## src/rtl/sp_pin_pkg.sv

```systemverilog
package sp_pin_pkg;
  localparam int unsigned NUM_CH = 2;
  localparam int unsigned CH_TX  = 0;
  localparam int unsigned CH_RX  = 1;

  typedef struct packed {
    logic clk_dir;
    logic clk_pol;
    logic fs_dir;
    logic fs_pol;
  } pin_cfg_t;
endpackage

```

## src/rtl/sp_sync.sv

```systemverilog
module sp_sync #(
  parameter int unsigned STAGES = 2,
  parameter int unsigned WIDTH  = 1
) (
  input  logic             clk_i,
  input  logic             rst_ni,
  input  logic [WIDTH-1:0] d_i,
  output logic [WIDTH-1:0] q_o
);
  logic [WIDTH-1:0] stage_q [STAGES];

  for (genvar s = 0; s < STAGES; s++) begin : g_stage
    always_ff @(posedge clk_i or negedge rst_ni) begin
      if (!rst_ni) stage_q[s] <= '0;
      else if (s == 0) stage_q[s] <= d_i;
      else stage_q[s] <= stage_q[(s == 0) ? 0 : s-1];
    end
  end

  assign q_o = stage_q[STAGES-1];
endmodule

```

## src/rtl/sp_pin_chan.sv

```systemverilog
module sp_pin_chan
  import sp_pin_pkg::*;
#(
  parameter int unsigned SYNC_STAGES = 2
) (
  input  logic     clk_i,
  input  logic     rst_ni,
  input  pin_cfg_t cfg_i,
  input  logic     ready_i,
  input  logic     clk_pin_i,
  input  logic     fs_pin_i,
  input  logic     gen_clk_i,
  input  logic     gen_fs_i,
  output logic     clk_pin_o,
  output logic     clk_oe_o,
  output logic     fs_pin_o,
  output logic     fs_oe_o,
  output logic     rise_en_o,
  output logic     fall_en_o,
  output logic     fs_int_o
);
  logic [1:0] pin_sync;
  logic       clk_ext, fs_ext;
  logic       clk_int, clk_prev_q;
  logic       fs_in_q, fs_out_q;

  sp_sync #(.STAGES(SYNC_STAGES), .WIDTH(2)) i_sync (
    .clk_i  (clk_i),
    .rst_ni (rst_ni),
    .d_i    ({fs_pin_i, clk_pin_i}),
    .q_o    (pin_sync)
  );

  // polarity applied on the outward side only
  assign clk_ext = pin_sync[0] ^ cfg_i.clk_pol;
  assign fs_ext  = pin_sync[1] ^ cfg_i.fs_pol;
  assign clk_int = cfg_i.clk_dir ? gen_clk_i : clk_ext;

  always_ff @(posedge clk_i or negedge rst_ni) begin
    if (!rst_ni) clk_prev_q <= 1'b0;
    else         clk_prev_q <= clk_int;
  end

  assign rise_en_o = ready_i &  clk_int & ~clk_prev_q;
  assign fall_en_o = ready_i & ~clk_int &  clk_prev_q;

  always_ff @(posedge clk_i or negedge rst_ni) begin
    if (!rst_ni) begin
      fs_in_q  <= 1'b0;
      fs_out_q <= 1'b0;
    end else begin
      if (fall_en_o) fs_in_q  <= fs_ext;
      if (rise_en_o) fs_out_q <= gen_fs_i;
    end
  end

  assign fs_int_o  = cfg_i.fs_dir ? fs_out_q : fs_in_q;
  assign clk_pin_o = gen_clk_i ^ cfg_i.clk_pol;
  assign clk_oe_o  = cfg_i.clk_dir;
  assign fs_pin_o  = fs_out_q ^ cfg_i.fs_pol;
  assign fs_oe_o   = cfg_i.fs_dir;

  a_r4_edges_exclusive: assert property (@(posedge clk_i) disable iff (!rst_ni)
    !(rise_en_o && fall_en_o));
  a_r4_rise_single: assert property (@(posedge clk_i) disable iff (!rst_ni)
    rise_en_o |=> !rise_en_o);
  a_r4_fall_single: assert property (@(posedge clk_i) disable iff (!rst_ni)
    fall_en_o |=> !fall_en_o);
  a_r5_fs_in_hold: assert property (@(posedge clk_i) disable iff (!rst_ni)
    !fall_en_o |=> $stable(fs_in_q));
  a_r5_fs_in_capture: assert property (@(posedge clk_i) disable iff (!rst_ni)
    fall_en_o |=> fs_in_q == $past(pin_sync[1] ^ cfg_i.fs_pol));
  a_r6_fs_out_hold: assert property (@(posedge clk_i) disable iff (!rst_ni)
    !rise_en_o |=> $stable(fs_out_q));
endmodule

```

## src/rtl/sp_pin_ctrl.sv

```systemverilog
module sp_pin_ctrl
  import sp_pin_pkg::*;
#(
  parameter int unsigned SYNC_STAGES = 2
) (
  input  logic              clk_i,
  input  logic              rst_ni,
  input  logic [NUM_CH-1:0] clk_dir_i,
  input  logic [NUM_CH-1:0] clk_pol_i,
  input  logic [NUM_CH-1:0] fs_dir_i,
  input  logic [NUM_CH-1:0] fs_pol_i,
  input  logic [NUM_CH-1:0] clk_pin_i,
  input  logic [NUM_CH-1:0] fs_pin_i,
  input  logic              gen_clk_i,
  input  logic [NUM_CH-1:0] gen_fs_i,
  output logic [NUM_CH-1:0] clk_pin_o,
  output logic [NUM_CH-1:0] clk_oe_o,
  output logic [NUM_CH-1:0] fs_pin_o,
  output logic [NUM_CH-1:0] fs_oe_o,
  output logic [NUM_CH-1:0] rise_en_o,
  output logic [NUM_CH-1:0] fall_en_o,
  output logic [NUM_CH-1:0] fs_int_o
);
  localparam int unsigned WARM   = SYNC_STAGES + 1;
  localparam int unsigned WARM_W = $clog2(WARM + 1);

  logic [WARM_W-1:0] warm_q;
  logic              ready;

  always_ff @(posedge clk_i or negedge rst_ni) begin
    if (!rst_ni)                    warm_q <= '0;
    else if (warm_q != WARM_W'(WARM)) warm_q <= warm_q + 1'b1;
  end
  assign ready = (warm_q == WARM_W'(WARM));

  for (genvar c = 0; c < NUM_CH; c++) begin : g_ch
    pin_cfg_t cfg;
    assign cfg = '{clk_dir: clk_dir_i[c], clk_pol: clk_pol_i[c],
                   fs_dir: fs_dir_i[c], fs_pol: fs_pol_i[c]};

    sp_pin_chan #(.SYNC_STAGES(SYNC_STAGES)) i_chan (
      .clk_i     (clk_i),
      .rst_ni    (rst_ni),
      .cfg_i     (cfg),
      .ready_i   (ready),
      .clk_pin_i (clk_pin_i[c]),
      .fs_pin_i  (fs_pin_i[c]),
      .gen_clk_i (gen_clk_i),
      .gen_fs_i  (gen_fs_i[c]),
      .clk_pin_o (clk_pin_o[c]),
      .clk_oe_o  (clk_oe_o[c]),
      .fs_pin_o  (fs_pin_o[c]),
      .fs_oe_o   (fs_oe_o[c]),
      .rise_en_o (rise_en_o[c]),
      .fall_en_o (fall_en_o[c]),
      .fs_int_o  (fs_int_o[c])
    );
  end

  a_r7_warm_quiet: assert property (@(posedge clk_i) disable iff (!rst_ni)
    !ready |-> (rise_en_o == '0 && fall_en_o == '0));
  a_r7_warm_monotone: assert property (@(posedge clk_i) disable iff (!rst_ni)
    $past(ready) |-> ready);
endmodule

```

## config.mk

```make
export PLATFORM = sky130hd
export DESIGN_NAME = sp_pin_ctrl
export DESIGN_NICKNAME = d
export VERILOG_FILES = /design/src/rtl/sp_pin_pkg.sv /design/src/rtl/sp_sync.sv /design/src/rtl/sp_pin_chan.sv /design/src/rtl/sp_pin_ctrl.sv
export SDC_FILE = /design/constraint.sdc
export NUM_CORES = 1
export LEC_CHECK = 0
export ABC_AREA = 0
export BUFFER_PORTS_ARGS = -buffer_cell sky130_fd_sc_hd__buf_2
export CAP_MARGIN = 40
export CORE_UTILIZATION = 41
export DETAILED_ROUTE_END_ITERATION = 16
export GPL_TIMING_DRIVEN = 0
export PLACE_DENSITY = 0.76
export SETUP_SLACK_MARGIN = 0.2
export SLEW_MARGIN = 20
export SYNTH_ARGS = -nofsm -noshare
export SYNTH_HDL_FRONTEND = slang
export SYNTH_SLANG_ARGS = --single-unit
```

## constraint.sdc

```tcl
create_clock -name clk_i -period 1.4 [get_ports clk_i]
set_input_delay 0.21 -clock clk_i [delete_from_list [all_inputs] [get_ports clk_i]]
set_output_delay 0.21 -clock clk_i [all_outputs]
set_load 0.005 [all_outputs]
```

* Word-level counts from Yosys, hierarchy flattened
Index checks and enable logic that the tools add are counted.
** Storage, ports and cells
- Register bits after elaboration :: 16
- Logic and storage cells :: 38
** Operators by class
- Add/sub/neg operators :: 1
- Equality and inequality tests :: 2
- Muxes and demuxes :: 4
- Bitwise logic cells :: 20
** Operators with widths (count)
- bitwise AND 1 bit :: 8
- XOR 1 bit :: 8
- 2-to-1 mux 1 bit :: 4
- NOT 1 bit :: 4
- adder 2 x 1 -> 2 bit, second input constant :: 1
- equality test 2 bit, second input constant :: 1
- inequality test 2 bit, second input constant :: 1

* Logic depth before layout (Yosys ltp)
Gate-level depths: netlist of the first run.
- Depth after elaboration :: 5
- Gate-level depth with buffers :: 5

* Hierarchy
A second synthesis of the first run with hierarchy kept.
** Second synthesis, totals
- Cell total of the unflattened synthesis :: 60
- Area total of the unflattened synthesis :: 744.5 um^2
** By module, submodules not included
- sp_pin_chan :: instances 2, cells each 21, area each 207.7 um^2
- sp_sync :: instances 2, cells each 6, area each 115.1 um^2
- sp_pin_ctrl :: instances 1, cells each 6, area each 98.8 um^2

* Least setup slack after synthesis of the first run
OpenSTA, ideal clock, no wires.
- Path type :: reg2reg
- From :: register warm_q[0]
- To :: register g_ch[1].i_chan.fs_in_q
- Setup time :: 0.125 ns
- Data arrival time :: 1.226 ns
- Setup slack :: 0.049 ns
- Stages on the path, launching flop included :: 6
- Clock period less this slack :: 1.351 ns
- Cells stage by stage :: dfrtp_1 > ha_1 > buf_2 > nand3b_1 > o22ai_1 > mux2_2
** On the way
- Longest elaborated chain between the ends :: 3
** Ends and longest elaborated chain
- start: declaration :: line sp_pin_ctrl.sv:27 : logic [WARM_W-1:0] warm_q;
- start signal: assignment :: line sp_pin_ctrl.sv:32 : else if (warm_q != WARM_W'(WARM)) warm_q <= warm_q + 1'b1;
- equality test 2 bit :: line sp_pin_ctrl.sv:34 : assign ready = (warm_q == WARM_W'(WARM));
- bitwise AND 1 bit (2 in series) :: line sp_pin_chan.sv:45 : assign fall_en_o = ready_i & ~clk_int & clk_prev_q;
- via g_ch[1].i_chan.fall_en_o :: line sp_pin_chan.sv:19 : output logic fall_en_o,
- end signal: assignment :: line sp_pin_chan.sv:52 : if (fall_en_o) fs_in_q <= fs_ext;
- end: declaration :: line sp_pin_chan.sv:25 : logic fs_in_q, fs_out_q;
The timed path passes the listed nets, and every way through them passes these cells.
A chain may end at the register's enable or synchronous reset.

* Worst setup path in the final report of the first run
- From :: register warm_q[0]
- To :: output port fall_en_o[1]
** On the way
- Longest elaborated chain between the ends :: 3
** Ends and longest elaborated chain
- equality test 2 bit :: line sp_pin_ctrl.sv:34
- bitwise AND 1 bit (2 in series) :: line sp_pin_chan.sv:45
- end: declaration :: line sp_pin_ctrl.sv:21 : output logic [NUM_CH-1:0] fall_en_o,
Every way passes these cells.

==> impl_metrics.env, run 1 <==
export IMPL_violations="setup timing"
export IMPL_pwr_share_clk=0.225
export IMPL_critical_path_class="reg -> out"
export IMPL_fp_dieW_um=45.57
export IMPL_synth_area_leader_cell="dfrtp_1"
export IMPL_grt_pass1_vias=570
export IMPL_outcome="finished with violations"
export IMPL_rsz0062_at_grt="true"
export IMPL_clkSinkCount=16
export IMPL_p_sw_frac=0.2429
export IMPL_setup_viol=7
export IMPL_clock_fmax_mhz=611.0
export IMPL_synth_seq_cells=16
export IMPL_yosysUniqueCellTypes=14
export IMPL_dr_pass1_iters=3
export IMPL_place_ws_ns=0.06195
export IMPL_gr_usage_all_layers=0.1644
export IMPL_p_seq_frac=0.425
export IMPL_met2_usage=0.2771
export IMPL_top_usage_layer="met2"
export IMPL_drive_above_1_share=0.6818
export IMPL_yosysTopAreaCellShare=0.5145
export IMPL_cts_clk_slew_worst_paths_ns=0.09
export IMPL_p_leak_nw=0.6330
export IMPL_synth_nets=84
export IMPL_num_vias=584
export IMPL_via_per_inst=4.326
export IMPL_grtUsageMet3=0.01190
export IMPL_period_minus_slack_ns=1.637
export IMPL_ys_seq_area_frac=0.5145
export IMPL_worstPathRequired_ns=1.19
export IMPL_syn2layout_area_growth_pct=56.75
export IMPL_coreArea_um2=1745
export IMPL_slew_viol_final=0
export IMPL_p_comb_frac=0.350
export IMPL_fin_crit_sh=1.169
export IMPL_hold_violations=0
export IMPL_grt_pass1_wl_um=2352
export IMPL_die_h_um=45.57
export IMPL_gr_usage_met1=0.2083
export IMPL_tns_ns=-0.9987
export IMPL_insertion_delay_ns=0.28
export IMPL_nets=129
export IMPL_place_congestion=0.7198
export IMPL_syn_area_um2=778.2
export IMPL_cts_buffers=3
export IMPL_cp_end_kind="output pin"
export IMPL_cts_tree="built"
export IMPL_grt_max_degree=17
export IMPL_num_rows=15
export IMPL_drt_wirelength_per_cell_um=11.59
export IMPL_htree_num_levels=1
export IMPL_dpl_cell_area_um2=1003
export IMPL_syn_avg_cell_area_um2=11.79
export IMPL_cp_data_arrival_time_ns=1.43
export IMPL_pin_count=31
export IMPL_path_max_fanout=7
export IMPL_drc=0
export IMPL_p_per_area_nw_per_um2=1049
export IMPL_grt_overflow_total=0
export IMPL_port_buffers=30
export IMPL_p_switching_mw=0.3108
export IMPL_antenna_found_initial=0
export IMPL_cp_start_kind="flop"
export IMPL_final_area_um2=1220
export IMPL_hold_class="in -> reg"
export IMPL_worst_pin_slew_ns=0.3238
export IMPL_drtIter0Drc=5
export IMPL_synthCells=66
export IMPL_cap_violations=0
export IMPL_yosys_warnings=0
export IMPL_totalWireLength_um=1564
export IMPL_cts_root_buffer="clkbuf_4"
export IMPL_fin_skew_ns=0.005475
export IMPL_setup_slack_ns=-0.2368
export IMPL_synthTopCellsByArea="dfrtp_1 (51%), buf_4 (14%), mux2_2 (10%)"
export IMPL_dieArea_um2=2076
export IMPL_diodes=0
export IMPL_p_int_mw=0.9686
export IMPL_antenna_left=0
export IMPL_whs_ns=0.03021
export IMPL_ir_drop_mv=0.8123
export IMPL_clock_path_buffers=2
export IMPL_slew_headroom=0.7841
export IMPL_initial_utilization=0.4459
[power by group through the flow]
| stage | registers, mW | logic, mW | clock network (mW) |
|---|---|---|---|
| floorplan | 0.541 | 0.206 | 0 |
| global placement | 0.545 | 0.302 | 0 |
| detailed placement | 0.550 | 0.311 | 0 |
| CTS | 0.543 | 0.417 | 0.299 |
| global route | 0.549 | 0.479 | 0.319 |
| finish | 0.544 | 0.448 | 0.288 |
[kinds of logic after synthesis]
family,synth area share
XOR/XNOR,0.1013
AO/OA/AOI/OAI,0.05145
AND/OR/NAND/NOR,0.04501
buffers and inverters,0.1704
multiplexers,0.1013
flip-flops,0.5145
adder cells (fa/ha/maj),0.01607
[stage by stage]
| step | util | std cells | total power, mW |
|---|---|---|---|
| detailed placement | 0.5749 | 121 | 0.8610 |
| CTS | 0.6695 | 131 | 1.260 |
| floorplan | - | 66 | 0.7466 |
| global placement | 0.5749 | 121 | 0.8471 |
| global route | 0.6989 | 135 | 1.348 |
| finish | 0.6989 | 135 | 1.279 |
[cell usage in the layout, fill, tap and decap left out]
cell type / netlist / layout
buf_2: 1 / 23
buf_4: 14 / 18
dfrtp_1: 16 / 16
buf_6: 0 / 13
inv_1: 6 / 6
mux2_4: 0 / 6
xor2_1: 8 / 6
clkbuf_4: 0 / 3
xor2_2: 0 / 2
nand2b_1: 2 / 2
o21ai_0: 2 / 2
nand2_2: 0 / 2
nand3b_1: 2 / 2
o22ai_2: 0 / 2
o2111ai_2: 0 / 2
xnor2_2: 0 / 1
mux2_2: 7 / 1
ha_2: 0 / 1
clkbuf_8: 0 / 1
dlygate4sd3_1: 0 / 1
[worst paths after layout]
kind | to | startpoint | slack, ns | depth (start not counted)
setup / recovery | fall_en_o[1] | warm_q[0] | -0.24 | 6
hold / removal | g_ch[0].i_chan.i_sync.stage_q[3] | fs_pin_i[0] | 0.03 | 1
setup reg to reg | g_ch[1].i_chan.fs_in_q | warm_q[0] | -0.15 | 7
hold reg to reg | g_ch[1].i_chan.i_sync.q_o[0] | g_ch[1].i_chan.i_sync.stage_q[2] | 0.35 | 0
max in group asynchronous | g_ch[1].i_chan.fs_in_q | rst_ni | 0.81 | 2
min in group asynchronous | warm_q[0] | rst_ni | 0.35 | 2
[registers in the layout, summed over array words and instances, names as in the netlist]
| name | count |
|---|---|
| g_ch.i_chan.i_sync.q_o | 4 |
| g_ch.i_chan.i_sync.stage_q | 4 |
| g_ch.i_chan.clk_prev_q | 2 |
| g_ch.i_chan.fs_in_q | 2 |
| g_ch.i_chan.fs_out_q | 2 |
| warm_q | 2 |
[repair_timing]
item                       in CTS  in global routing
pin swaps                       3                  4
setup endpoints to repair      12                 13
setup buffers                   5                  4
cloned                          0                  0
hold endpoints to repair       16                  0
resized for setup              16                  4
hold buffers                    1                  0
[worst max-delay path, cell delays in order, from the launching register on]
cell      delay (ns)
dfrtp_1         0.39
ha_2            0.19
buf_6           0.13
nand3b_1        0.10
o22ai_2         0.09
buf_4           0.14
buf_6           0.10
[final cells by class]
class                      instances  area [um^2]
multi-input combinational         29        322.8
timing repair buffer              40        279.0
inverter                           6        22.52
clock buffer                       4        36.28
tap                               25        31.28
buffer                            15        127.6
sequential                        16        400.4
fill                             126        525.5
[synth_stat cells, drive strengths merged]
library cell  instances
nand2                 2
buf                  15
dfrtp                16
xor2                  8
o22ai                 2
xnor2                 1
nand3b                2
nand2b                2
inv                   6
ha                    1
o2111ai               2
mux2                  7
o21ai                 2
[metal layers]
layer,up-vias,part of all wire
li1,287,-
met1,279,0.42
met2,16,0.54
met3,2,0.028
met4,0,0.013
met5,-,0
Note: power is estimated with default switching activity, not from simulation.
==> run 2: changes to the inputs <==
Settings changed: REMOVE_ABC_BUFFERS from default to 1.
==> impl_metrics.env, run 2 (synthesized netlist as in run 1, its figures left out) <==
export IMPL_outcome="finished with violations"
export IMPL_violations="setup timing"
export IMPL_regToRegStartpoint="warm_q[1]"
export IMPL_antenna_found_initial=0
export IMPL_coreArea_um2=1745
export IMPL_tns_ns=-0.2085
export IMPL_grt_overflow_total=0
export IMPL_critPathLaunch="warm_q[1]"
export IMPL_rsz0062_at_grt="true"
export IMPL_cts_clk_slew_worst_paths_ns=0.09
export IMPL_r2r_slack_ns=0.04
export IMPL_port_buffers=30
export IMPL_totalWireLength_um=1371
export IMPL_num_vias=521
export IMPL_num_rows=15
export IMPL_path_max_fanout=7
export IMPL_fin_cells=116
export IMPL_grt_pass1_vias=520
export IMPL_insertion_delay_ns=0.27
export IMPL_drtIter0Drc=11
export IMPL_critical_path_class="reg -> out"
export IMPL_drt_wirelength_per_cell_um=11.82
export IMPL_fin_skew_ns=0.005342
export IMPL_via_per_inst=4.491
export IMPL_filler_cell_count=143
export IMPL_place_congestion=0.6589
export IMPL_gr_usage_all_layers=0.1508
export IMPL_cts_root_buffer="clkbuf_4"
export IMPL_initial_utilization=0.4459
export IMPL_hold_violations=0
export IMPL_clkSinkCount=16
export IMPL_whs_ns=0.03274
export IMPL_setup_viol=4
export IMPL_hold_class="in -> reg"
export IMPL_ir_drop_mv=0.6073
export IMPL_min_from="fs_pin_i[0]"
export IMPL_cp_end_kind="output pin"
export IMPL_slew_viol_final=0
export IMPL_dpl_cell_area_um2=849.6
export IMPL_fp_dieW_um=45.57
export IMPL_place_ws_ns=-0.09702
export IMPL_p_leak_nw=0.5209
export IMPL_pin_count=31
export IMPL_final_cell_mix="buf_2 (28), dfrtp_1 (16)"
export IMPL_power_total_mw=1.059
export IMPL_dr_pass1_iters=3
export IMPL_worstPathRequired_ns=1.19
export IMPL_layout_commonest_cell="buf_2"
export IMPL_cts_tree="built"
export IMPL_hpwl_um=929.9
export IMPL_antenna_left=0
export IMPL_cp_start_kind="flop"
export IMPL_clock_path_buffers=2
export IMPL_diodes=0
export IMPL_nets=111
export IMPL_htree_num_levels=1
export IMPL_cp_data_arrival_time_ns=1.25
export IMPL_die_h_um=45.57
export IMPL_syn2layout_area_growth_pct=31.03
export IMPL_final_area_um2=1020
export IMPL_dieArea_um2=2076
export IMPL_grt_max_degree=17
export IMPL_worst_pin_slew_ns=0.3454
export IMPL_slew_headroom=0.7697
export IMPL_cts_buffers=3
export IMPL_drc=0
export IMPL_p_per_area_nw_per_um2=1039
export IMPL_post_route_util=0.5842
export IMPL_cap_violations=0
export IMPL_drive_above_1_share=0.6044
export IMPL_grt_pass1_wl_um=2139
export IMPL_setup_slack_ns=-0.06301
export IMPL_placed_cells=106
export IMPL_period_minus_slack_ns=1.463
export IMPL_fin_crit_sh=1.045
export IMPL_clock_fmax_mhz=683.5
==> run 2: cell count changes in the layout (fill, tap and decap cells not counted), sizes merged <==
cell / change
clkbuf: -1
buf: -18
==> run 2: cell type report <==
type	instances	area, um^2	share of cell area
Clock buffer	3	22.52	0.02209
Inverter	6	22.52	0.02209
Multi-Input combinational cell	29	325.3	0.3190
Sequential cell	16	400.4	0.3926
Tap cell	25	31.28	0.03067
Timing Repair Buffer	37	217.7	0.2135
==> run 2: worst max-delay path, cell delays in order (launching register included) <==
cell and delay [ns]:
dfrtp_1 0.41, ha_4 0.20, nand2_2 0.06, o22ai_2 0.16
buf_2 0.14
==> run 2: routing by layer <==
layer  vias to the layer above  GRT usage  wire length, um
met5                         -          0                0
met4                         0    0.07273                0
met3                         0    0.03968               46
met2                         8     0.2400              723
met1                       263     0.1896              601
li1                        250          -                -
==> run 2: worst paths after layout <==
check	cells past startpoint	end
hold reg to reg	0	g_ch[1].i_chan.i_sync.q_o[1]
max in group asynchronous	2	g_ch[1].i_chan.clk_prev_q
setup reg to reg	5	g_ch[1].i_chan.fs_in_q
min in group asynchronous	2	g_ch[0].i_chan.i_sync.stage_q[2]
hold / removal	1	g_ch[0].i_chan.i_sync.stage_q[3]
setup / recovery	4	fall_en_o[0]
==> run 2: report_power, final <==
group / switching [mW] / total, mW / internal, mW / leakage, nW
logic: 0.110 / 0.290 / 0.181 / 0.327
registers: 0.0338 / 0.543 / 0.509 / 0.180
clock network: 0.126 / 0.225 / 0.0996 / 0.0138
==> run 2: what timing repair did <==
action | CTS | global route
buffers inserted | 5 | 1
setup endpoints to repair | 11 | 13
gates cloned | 0 | 0
hold buffers | 1 | 0
pin swaps | 4 | 2
resized for setup | 15 | 3
endpoints found under the hold margin | 16 | 0
